--- src/rtl/spi_fis_pkg.sv ---
package spi_fis_pkg;

    typedef enum logic [2:0] {
        SEL_RX_THR  = 3'd0,
        SEL_TX_WMK  = 3'd1,
        SEL_RX_WMK  = 3'd2,
        SEL_MASK    = 3'd3,
        SEL_DMA_CTL = 3'd4,
        SEL_CLEAR   = 3'd5
    } cfg_sel_e;

    typedef enum logic [1:0] {
        ST_OFF  = 2'd0,
        ST_IDLE = 2'd1,
        ST_BUSY = 2'd2
    } ctl_state_e;

    localparam int INT_W = 5;

endpackage

--- src/rtl/spi_fifo_buf.sv ---
module spi_fifo_buf #(
    parameter int DEPTH = 32,
    parameter int WIDTH = 16,
    localparam int PTR_W = $clog2(DEPTH),
    localparam int LVL_W = $clog2(DEPTH + 1)
) (
    input  logic             clk,
    input  logic             rst_n,
    input  logic             flush_i,
    input  logic             push_i,
    input  logic [WIDTH-1:0] wdata_i,
    input  logic             pop_i,
    output logic [WIDTH-1:0] rdata_o,
    output logic [LVL_W-1:0] level_o,
    output logic             full_o,
    output logic             empty_o
);

    logic [WIDTH-1:0] mem [DEPTH];
    logic [PTR_W-1:0] wr_ptr_q, rd_ptr_q;
    logic [LVL_W-1:0] cnt_q;
    logic             do_push, do_pop;

    assign full_o  = (cnt_q == LVL_W'(DEPTH));
    assign empty_o = (cnt_q == '0);
    assign do_push = push_i && !flush_i && !full_o;
    assign do_pop  = pop_i && !flush_i && !empty_o;
    assign rdata_o = mem[rd_ptr_q];
    assign level_o = cnt_q;

    always_ff @(posedge clk) begin
        if (do_push) begin
            mem[wr_ptr_q] <= wdata_i;
        end
    end

    always_ff @(posedge clk or negedge rst_n) begin
        if (!rst_n) begin
            wr_ptr_q <= '0;
            rd_ptr_q <= '0;
            cnt_q    <= '0;
        end else if (flush_i) begin
            wr_ptr_q <= '0;
            rd_ptr_q <= '0;
            cnt_q    <= '0;
        end else begin
            if (do_push) wr_ptr_q <= wr_ptr_q + PTR_W'(1);
            if (do_pop)  rd_ptr_q <= rd_ptr_q + PTR_W'(1);
            if (do_push && !do_pop)      cnt_q <= cnt_q + LVL_W'(1);
            else if (do_pop && !do_push) cnt_q <= cnt_q - LVL_W'(1);
        end
    end

endmodule

--- src/rtl/spi_irq_ctrl.sv ---
module spi_irq_ctrl
    import spi_fis_pkg::*;
#(
    parameter int LVL_W = 6
) (
    input  logic             clk,
    input  logic             rst_n,
    input  logic             en_i,
    input  logic             cfg_we_i,
    input  logic [2:0]       cfg_sel_i,
    input  logic [LVL_W-1:0] cfg_wdata_i,
    input  logic             tx_push_i,
    input  logic             rx_push_i,
    input  logic             rx_pop_i,
    input  logic             tx_full_i,
    input  logic             rx_full_i,
    input  logic             rx_empty_i,
    input  logic [LVL_W-1:0] tx_level_i,
    input  logic [LVL_W-1:0] rx_level_i,
    output logic [INT_W-1:0] raw_int_o,
    output logic [INT_W-1:0] int_stat_o,
    output logic             irq_o,
    output logic             tx_dma_req_o,
    output logic             rx_dma_req_o
);

    logic [LVL_W-1:0] rx_thr_q, tx_wmk_q, rx_wmk_q;
    logic [INT_W-1:0] mask_q;
    logic [1:0]       dma_ctl_q;
    logic             tx_ovf_q, rx_ovf_q, rx_unf_q;
    logic             thr_wr_ok, clr_hit;

    assign thr_wr_ok = cfg_we_i && !en_i;
    assign clr_hit   = cfg_we_i && (cfg_sel_i == SEL_CLEAR);

    always_ff @(posedge clk or negedge rst_n) begin
        if (!rst_n) begin
            rx_thr_q  <= '0;
            tx_wmk_q  <= '0;
            rx_wmk_q  <= '0;
            mask_q    <= '0;
            dma_ctl_q <= '0;
        end else begin
            if (thr_wr_ok && cfg_sel_i == SEL_RX_THR) rx_thr_q <= cfg_wdata_i;
            if (thr_wr_ok && cfg_sel_i == SEL_TX_WMK) tx_wmk_q <= cfg_wdata_i;
            if (thr_wr_ok && cfg_sel_i == SEL_RX_WMK) rx_wmk_q <= cfg_wdata_i;
            if (cfg_we_i && cfg_sel_i == SEL_MASK)    mask_q    <= cfg_wdata_i[INT_W-1:0];
            if (cfg_we_i && cfg_sel_i == SEL_DMA_CTL) dma_ctl_q <= cfg_wdata_i[1:0];
        end
    end

    always_ff @(posedge clk or negedge rst_n) begin
        if (!rst_n) begin
            tx_ovf_q <= 1'b0;
            rx_ovf_q <= 1'b0;
            rx_unf_q <= 1'b0;
        end else begin
            tx_ovf_q <= (tx_ovf_q && !(clr_hit && (cfg_wdata_i[0] || cfg_wdata_i[3])))
                        || (en_i && tx_push_i && tx_full_i);
            rx_ovf_q <= (rx_ovf_q && !(clr_hit && (cfg_wdata_i[0] || cfg_wdata_i[2])))
                        || (en_i && rx_push_i && rx_full_i);
            rx_unf_q <= (rx_unf_q && !(clr_hit && (cfg_wdata_i[0] || cfg_wdata_i[1])))
                        || (en_i && rx_pop_i && rx_empty_i);
        end
    end

    assign raw_int_o    = {(rx_level_i > rx_thr_q), rx_ovf_q, rx_unf_q, tx_ovf_q,
                           (tx_level_i == '0)};
    assign int_stat_o   = raw_int_o & mask_q;
    assign irq_o        = |int_stat_o;
    assign tx_dma_req_o = dma_ctl_q[1] && (tx_level_i <= tx_wmk_q);
    assign rx_dma_req_o = dma_ctl_q[0] && (rx_level_i > rx_wmk_q);

endmodule

--- src/rtl/spi_fifo_irq_unit.sv ---
module spi_fifo_irq_unit
    import spi_fis_pkg::*;
#(
    parameter int DEPTH = 32,
    parameter int WIDTH = 16,
    localparam int LVL_W = $clog2(DEPTH + 1)
) (
    input  logic             clk,
    input  logic             rst_n,
    input  logic             en_i,
    input  logic             eng_active_i,
    input  logic             tx_push_i,
    input  logic [WIDTH-1:0] tx_wdata_i,
    input  logic             tx_pop_i,
    output logic [WIDTH-1:0] tx_rdata_o,
    input  logic             rx_push_i,
    input  logic [WIDTH-1:0] rx_wdata_i,
    input  logic             rx_pop_i,
    output logic [WIDTH-1:0] rx_rdata_o,
    input  logic             cfg_we_i,
    input  logic [2:0]       cfg_sel_i,
    input  logic [LVL_W-1:0] cfg_wdata_i,
    output logic [LVL_W-1:0] tx_level_o,
    output logic [LVL_W-1:0] rx_level_o,
    output logic [4:0]       status_o,
    output logic [4:0]       raw_int_o,
    output logic [4:0]       int_stat_o,
    output logic             irq_o,
    output logic             tx_dma_req_o,
    output logic             rx_dma_req_o
);

    logic       flush;
    logic       tx_full, tx_empty, rx_full, rx_empty;
    logic       work, busy;
    ctl_state_e state_q, state_d;

    assign flush = !en_i;

    spi_fifo_buf #(.DEPTH(DEPTH), .WIDTH(WIDTH)) u_txq (
        .clk(clk), .rst_n(rst_n), .flush_i(flush),
        .push_i(tx_push_i), .wdata_i(tx_wdata_i), .pop_i(tx_pop_i),
        .rdata_o(tx_rdata_o), .level_o(tx_level_o),
        .full_o(tx_full), .empty_o(tx_empty)
    );

    spi_fifo_buf #(.DEPTH(DEPTH), .WIDTH(WIDTH)) u_rxq (
        .clk(clk), .rst_n(rst_n), .flush_i(flush),
        .push_i(rx_push_i), .wdata_i(rx_wdata_i), .pop_i(rx_pop_i),
        .rdata_o(rx_rdata_o), .level_o(rx_level_o),
        .full_o(rx_full), .empty_o(rx_empty)
    );

    spi_irq_ctrl #(.LVL_W(LVL_W)) u_irq (
        .clk(clk), .rst_n(rst_n), .en_i(en_i),
        .cfg_we_i(cfg_we_i), .cfg_sel_i(cfg_sel_i), .cfg_wdata_i(cfg_wdata_i),
        .tx_push_i(tx_push_i), .rx_push_i(rx_push_i), .rx_pop_i(rx_pop_i),
        .tx_full_i(tx_full), .rx_full_i(rx_full), .rx_empty_i(rx_empty),
        .tx_level_i(tx_level_o), .rx_level_i(rx_level_o),
        .raw_int_o(raw_int_o), .int_stat_o(int_stat_o), .irq_o(irq_o),
        .tx_dma_req_o(tx_dma_req_o), .rx_dma_req_o(rx_dma_req_o)
    );

    assign work = !tx_empty || eng_active_i;

    always_comb begin
        state_d = state_q;
        unique case (state_q)
            ST_OFF:  if (en_i) state_d = work ? ST_BUSY : ST_IDLE;
            ST_IDLE: if (!en_i) state_d = ST_OFF;
                     else if (work) state_d = ST_BUSY;
            ST_BUSY: if (!en_i) state_d = ST_OFF;
                     else if (!work) state_d = ST_IDLE;
            default: state_d = ST_OFF;
        endcase
    end

    always_ff @(posedge clk or negedge rst_n) begin
        if (!rst_n) state_q <= ST_OFF;
        else        state_q <= state_d;
    end

    always_comb begin
        busy = (state_q == ST_BUSY);
    end

    assign status_o = {rx_full, rx_empty, tx_empty, tx_full, busy};

endmodule

--- config.mk ---
export PLATFORM = sky130hd
export DESIGN_NAME = spi_fifo_irq_unit
export DESIGN_NICKNAME = d
export VERILOG_FILES = /design/src/rtl/spi_fis_pkg.sv /design/src/rtl/spi_fifo_buf.sv /design/src/rtl/spi_irq_ctrl.sv /design/src/rtl/spi_fifo_irq_unit.sv
export SDC_FILE = /design/constraint.sdc
export NUM_CORES = 1
export LEC_CHECK = 0
export ABC_AREA = 1
export BUFFER_PORTS_ARGS = -buffer_cell sky130_fd_sc_hd__buf_2
export CAP_MARGIN = 20
export CORE_ASPECT_RATIO = 0.7
export CORE_MARGIN = 2
export CORE_UTILIZATION = 50
export CTS_BUF_LIST = sky130_fd_sc_hd__clkbuf_2
export CTS_CLUSTER_SIZE = 16
export DETAILED_ROUTE_END_ITERATION = 10
export PLACE_DENSITY = 0.77
export REMOVE_ABC_BUFFERS = 1
export SETUP_SLACK_MARGIN = 0.02
export SKIP_CTS_REPAIR_TIMING = 1
export SLEW_MARGIN = 40
export SYNTH_ARGS = -nofsm -noshare
export SYNTH_HDL_FRONTEND = slang
export SYNTH_SLANG_ARGS = --single-unit
--- constraint.sdc ---
create_clock -name clk -period 6.65 [get_ports clk]
set_input_delay 1.33 -clock clk [delete_from_list [all_inputs] [get_ports clk]]
set_output_delay 1.33 -clock clk [all_outputs]
set_load 0.005 [all_outputs]
==> impl_results.md, run 1 <==
* WP buf/inv at 3
* Hold path cells at 2
* Die height at 254.8 um
* Final setup viols at 0
* Clock share of power at 0.270
* Tightest Pin Transition at between 0.8 and 0.9 ns
* Mux share of post-synthesis cell area at 0
* Yosys warning total at 0
* Number of max-cap violations at 0
* Adder-Cell Fraction of Synth Area at 0.01092
* Critical R2R Launch: u_rxq.level_o[4]
* Most frequent cells in the layout: 1024 x edfxtp_1, 938 x nor2_1, 424 x nand2_1, 414 x o21ai_0, 386 x clkbuf_2
* Via count at slightly above 30000
* Fill cell count at just over 7000
* Clock-pin slew on the worst setup and hold paths at between 0.1 and 0.15 ns
* Iter 0 DRT Violations at 4267
* Worst Hold Path EP: state_q[0]
* Drt wl/cell at ~20 um
* Simple-gate share of the synthesized area at 0.1374
* CP Data Arrival Time at approximately 4.6 ns
* Slew Limit Fails at 0
* CP cell instances: clkinv_2, buf_4, nor2_1, o21ai_0, nand2_1, nand2_1, nand3_1, nor2_1, nor2_1, buf_2
* Sequential share of the synthesized area at 0.7189
* # DRC at 0
* Crit path capture type: output port
* Rows at 91
* Psw at 5.195 mW
* RSZ-0062 raised after global routing: false
* CORE AREA at a little under 0.09 mm2
* Final hold vios at 0
* Avg Inst Size Synth at roughly 12 um2
* Final antenna-violating net count at 0
* Clk_skew at 0.1674 ns
* H-Tree Depth at 5
* Logic gate share of total power at 0.226
* Slowest CP cell: dfrtp_4
* Most common cell on crit path: nor2_1
* Dpl hpwl at between 60000 and 70000 um
* Tot GR Track Use at 0.2407
* PwrDens at 318.5 mW/mm2
* Max FO, Critical Path at 70
* Max stage delay on crit path at 0.93 ns
* Setup crit start kind: flip-flop
* Final min period at between 5 and 6 ns
* Pin count of the biggest net entering global routing at 130
* Vias in the first global route at 29710
* Worst Hold Class: input port to flip-flop
* Main synth FF type: edfxtp_1
* R2r worst-path depth at 8
* DR pass1 iterations at 6
* Seq cells post-synth at between 1000 and 1500
* Initial antenna violation count at 8
* Largest family of logic cells by synthesized area: simple AND/OR/NAND/NOR gates
* Slew Limit Headroom at 0.4137
* Internal at just over 10 mW
* Synth Instances at 3846
* Asr flop ratio synth at 0.05709
* First-pass GRT wire length at 169700 um
* Clk sinks at about 1100
* DIE WIDTH at roughly 360 um
* Worst-Skew Late Latency at 1.44 ns
* Sw Share at 0.3345
* WL final at approximately 110000 um
* Min-delay src: eng_active_i
* Commonest non-fill, non-tap cell in the layout: edfxtp_1
* Post-Synth XOR/XNOR Area at 0.001949
* Static leakage at ~18 nW
* Achievable clock frequency at 168.4 MHz
* Global route overflow at 0
* Synth cell types at 33
* Tcrit/Tclk final at 0.8929
* Port bufs at roughly 110
* Setup_tns at 0 ns
* Nets at roughly 4200
* Crit path kind: flip-flop to output port
* CTS max path bufs at 4
* WP depth at 10
* Die area at between 0.09 and 0.1 mm2
* Post-synthesis compound-gate area fraction at 0.09365
* CTS buffer count at ~280
* Sequential fraction of design power at 0.504
* Layout cells sized above 1 at 0.1515
* Crit path max-delay family: buffers and inverters
* Routability cong. at between 0.8 and 0.9
* Post-synthesis cell area at approximately 0.045 mm2
* Worst Path Required at roughly 5.3 ns
* Post-route core utilization at 0.5505
* CTS tree: yes
* Maximum vdd drop at 0.0001682 V
* FF-to-FF setup slack at roughly 3.9 ns
* Via density at around 5.7
* Status: completed
* Ports at 112
* R2R Path End: u_rxq.mem[30][8]
* Initial Util at 0.5072
* Root buf cell: clkbuf_2
* Post-synth EDFFs at 1024
* Layout Area Growth over Synthesis at 8.524%
-- worst register-to-register path, stage by stage (launching register included) --
cell and delay [ns]:
dfrtp_1 0.51, inv_1 0.10, nand2_1 0.09, nor2_1 0.08
nor2_2 0.08, buf_4 0.21, nand2_1 0.31, nor2_2 0.66
buf_4 0.34
-- synthesized netlist by cell type (all sizes together) (32+ instances only) --
library cell / n / area (um2)
edfxtp: 1024 / 30750
nor2: 946 / 3558
o21ai: 613 / 3068
nand2: 426 / 1604
nand3: 149 / 745.7
inv: 130 / 488.0
buf: 125 / 808.3
clkbuf: 96 / 360.4
o211ai: 82 / 615.6
a21oi: 68 / 340.3
dfrtp: 62 / 1551
ha: 36 / 450.4
or2: 32 / 200.2
-- layout make-up --
| class | count | area (um2) | share of cell area |
|---|---|---|---|
| multi-input combinational | 2405 | 10980 | 0.2252 |
| timing repair buffer | 200 | 1286 | 0.02638 |
| antenna | 4 | 10.01 | 0.0002053 |
| sequential | 1086 | 32320 | 0.6627 |
| inverter | 134 | 518.0 | 0.01062 |
| clock inverter | 52 | 262.8 | 0.005388 |
| tap | 1162 | 1454 | 0.02982 |
| clock buffer | 386 | 1932 | 0.03962 |
-- routing by layer --
metal	routed length [um]	vias to the layer above	global-route usage
li1	-	14110	-
met1	47670	14610	0.3615
met2	47960	1821	0.3457
met3	13180	209	0.05426
met4	2323	10	0.08654
met5	65	-	0
-- stage by stage --
step                      setup slack (ns)  total power, mW  cells  hold WS (ns)  cell area (um2)
after floorplan                     -2.804            10.26   3625        0.4455            43760
after global placement               2.199            11.35   4986        0.4676            46500
after detailed placement             2.129            11.45   4986        0.4728            46540
after CTS                           0.5753            15.60   5424       -0.1715            48740
after global routing                0.4892            16.41   5428        0.1013            48760
final                               0.7124            15.53   5429        0.2071            48760
-- cells by family after synthesis --
logic type,Yosys count
AOI/OAI and AO/OA,792
xor gates and xnor gates,10
adders and majority gates,38
buffers and inverters,355
DFF,1086
and+or+nand+nor,1565
-- worst max-delay path by stage --
stage | from | end | slack [ns]
floorplan | u_txq.rd_ptr_q[0] | tx_rdata_o[10] | -2.80
global placement | u_rxq.rd_ptr_q[1] | rx_rdata_o[11] | 2.20
detailed placement | u_rxq.rd_ptr_q[1] | rx_rdata_o[9] | 2.13
CTS | u_rxq.rd_ptr_q[1] | rx_rdata_o[9] | 0.58
global route | u_rxq.rd_ptr_q[1] | rx_rdata_o[9] | 0.49
finish | u_rxq.rd_ptr_q[1] | rx_rdata_o[9] | 0.71
-- power groups by stage --
stage          logic [mW]  registers [mW]  clock network [mW]
2_1_floorplan        2.15            8.11                   0
3_3_place_gp         3.38            7.97                   0
3_5_place_dp         3.47            7.97                   0
4_1_cts              3.50            7.82                4.28
5_1_grt              3.96            7.85                4.60
6_report             3.52            7.83                4.19
-- flip-flops by register name (all words and copies together), names as in the netlist --
| register | count |
|---|---|
| u_rxq.mem | 512 |
| u_txq.level_o | 6 |
| u_txq.wr_ptr_q | 5 |
| state_q | 2 |
| u_irq.mask_q | 5 |
| u_irq.tx_wmk_q | 6 |
| u_rxq.level_o | 6 |
| u_irq.rx_wmk_q | 6 |
| u_rxq.rd_ptr_q | 5 |
| u_irq.rx_ovf_q | 1 |
| u_txq.mem | 512 |
| u_txq.rd_ptr_q | 5 |
| u_rxq.wr_ptr_q | 5 |
| u_irq.tx_ovf_q | 1 |
| u_irq.dma_ctl_q | 2 |
| u_irq.rx_thr_q | 6 |
| u_irq.rx_unf_q | 1 |
Note: power is estimated with default switching activity, not from simulation.
==> run 2: changes to the inputs <==
Settings changed: CORE_ASPECT_RATIO 0.7 to 0.5, CORE_UTILIZATION 50 to 35, PLACE_DENSITY 0.77 to 0.61.
==> impl_results.md, run 2 (synthesis gave the netlist of run 1 again) <==
* Nets at around 4200
* WL final at approximately 120000 um
* CP cell instances: clkinv_2, buf_4, nor2_1, o21ai_1, nand2_1, nand2_1, nand3_1, nor2_1, nor2_1, buf_2
* Setup crit start kind: flip-flop
* Crit path max-delay family: buffers and inverters
* Placed inst area at 0.04723 mm2
* Status: completed
* Achievable clock frequency at 162.2 MHz
* Clk_skew at approximately 0.096 ns
* Port bufs at about 110
* CTS max path bufs at 3
* Most common cell on crit path: nor2_1
* WP buf/inv at 3
* Registers with the most flip-flops: u_rxq.mem x512, u_txq.mem x512
* Drt wl/cell at approximately 20 um
* Rows at 92
* Max stage delay on crit path at between 0.8 and 0.9 ns
* Final Cell Area at slightly below 0.05 mm2
* Final min period at approximately 6.2 ns
* Final std cells w/o fill at around 6000
* Final Worst Setup Slack at 0.4833 ns
* RSZ-0062 raised after global routing: false
* PwrDens at 313.2 mW/mm2
* Commonest non-fill, non-tap cell in the layout: edfxtp_1
* Ports at about 110
* Crit path capture type: output port
* Max FO, Critical Path at 52
* H-Tree Depth at 4
* Pin count of the biggest net entering global routing at roughly 180
* Die area at approximately 0.13 mm2
* Most frequent cells in the layout: 1024 x edfxtp_1, 936 x nor2_1, 424 x nand2_1, 414 x o21ai_0, 367 x clkbuf_2
* Worst Path Required at 5.32 ns
* Maximum vdd drop at around 0.00024 V
* First-pass GRT wire length at 176200 um
* # DRC at 0
* Clock-pin slew on the worst setup and hold paths at roughly 0.12 ns
* Slew Limit Headroom at 0.3208
* FF-to-FF setup slack at between 3 and 4 ns
* Final antenna-violating net count at 0
* Tot GR Track Use at 0.1741
* Final hold vios at 0
* Via density at 5.038
* Global route overflow at 0
* CP Data Arrival Time at 4.84 ns
* Vias in the first global route at a little under 30000
* Final setup viols at 0
* CTS buffer count at 239
* Iter 0 DRT Violations at approximately 3200
* CTS tree: yes
* Initial Util at 0.3549
* Static leakage at ~18 nW
* Root buf cell: clkbuf_2
* Via count at between 30000 and 40000
* Design Power at 15.52 mW
* Slowest CP cell: dfrtp_4
* Clk sinks at 1086
* Worst Hold Class: input port to flip-flop
* Number of max-cap violations at 0
* Layout Area Growth over Synthesis at 10.24%
* Initial antenna violation count at 8
* Layout cells sized above 1 at 0.1477
* Placed Instances at ~5500
* Dpl hpwl at between 60000 and 70000 um
* Slew Limit Fails at 0
* CORE AREA at 0.1266 mm2
* DIE WIDTH at about 510 um
* Worst-Skew Late Latency at ~1.6 ns
* DR pass1 iterations at 5
* Die height at around 260 um
* Tightest Pin Transition at about 1.0 ns
* Tcrit/Tclk final at 0.9273
* Routability cong. at 0.8088
* Crit path kind: flip-flop to output port
* DP Worst Slack at about 2.1 ns
-- run 2: changes by cell type in the layout (fill, tap and decap cells not counted), moves of 3 or more --
cell / before / now
buf_6: 6 / 3
inv_2: 10 / 4
clkbuf_2: 386 / 367
clkinv_2: 11 / 5
dlygate4sd3_1: 1 / 5
clkinv_1: 36 / 49
inv_6: 1 / 5
-- run 2: final cells by class --
type	count	area, um2
Fill cell	12270	77090
Sequential cell	1086	32320
Multi-Input combinational cell	2405	10990
Tap cell	1692	2117
Clock buffer	367	1837
Timing Repair Buffer	207	1403
Inverter	134	524.3
Clock inverter	61	335.3
Antenna cell	6	15.01
-- run 2: path summary, 6_finish.rpt --
kind                                         from                 to  cells after the start
worst min register to register  u_irq.rx_thr_q[4]  u_irq.rx_thr_q[4]                      2
worst max register to register   u_rxq.level_o[2]   u_rxq.mem[18][5]                      7
min in group asynchronous                   rst_n  u_rxq.wr_ptr_q[0]                      3
worst min-delay path               cfg_wdata_i[1]    u_irq.mask_q[1]                      3
worst max-delay path            u_rxq.rd_ptr_q[1]      rx_rdata_o[4]                     10
max in group asynchronous                   rst_n  u_txq.rd_ptr_q[1]                      3
-- run 2: through the flow --
| stage | hold slack [ns] | utilization | setup TNS (ns) |
|---|---|---|---|
| floorplan | 0.4455 | - | -91.45 |
| global placement | 0.4683 | 0.3725 | 0 |
| detailed placement | 0.4697 | 0.3730 | 0 |
| CTS | -0.4449 | 0.3902 | 0 |
| global route | 0.009723 | 0.3912 | 0 |
| finish | 0.1240 | 0.3912 | 0 |
-- run 2: report_power, final --
| group | total [mW] | switching [mW] | internal, mW | leakage [nW] |
|---|---|---|---|---|
| combinational | 3.53 | 2.37 | 1.16 | 6.19 |
| sequential | 7.78 | 0.184 | 7.60 | 10.0 |
| clock | 4.20 | 2.64 | 1.56 | 1.68 |
-- run 2: per-layer routing --
layer / up-vias / global-route usage / routed length, um
met3: 213 / 0.03218 / 7700
met5: - / 0 / 13
met1: 14660 / 0.2282 / 49990
li1: 14070 / - / -
met4: 2 / 0.06426 / 3067
met2: 1073 / 0.2886 / 55640
-- run 2: worst register-to-register path, stage by stage, from the launching register on --
cell and delay (ns):
dfrtp_1 0.55, nor2_1 0.12, nand2_1 0.09, nor2_1 0.05, nor2_2 0.42, nand2_1 0.38
nor2_1 0.52, buf_4 0.36
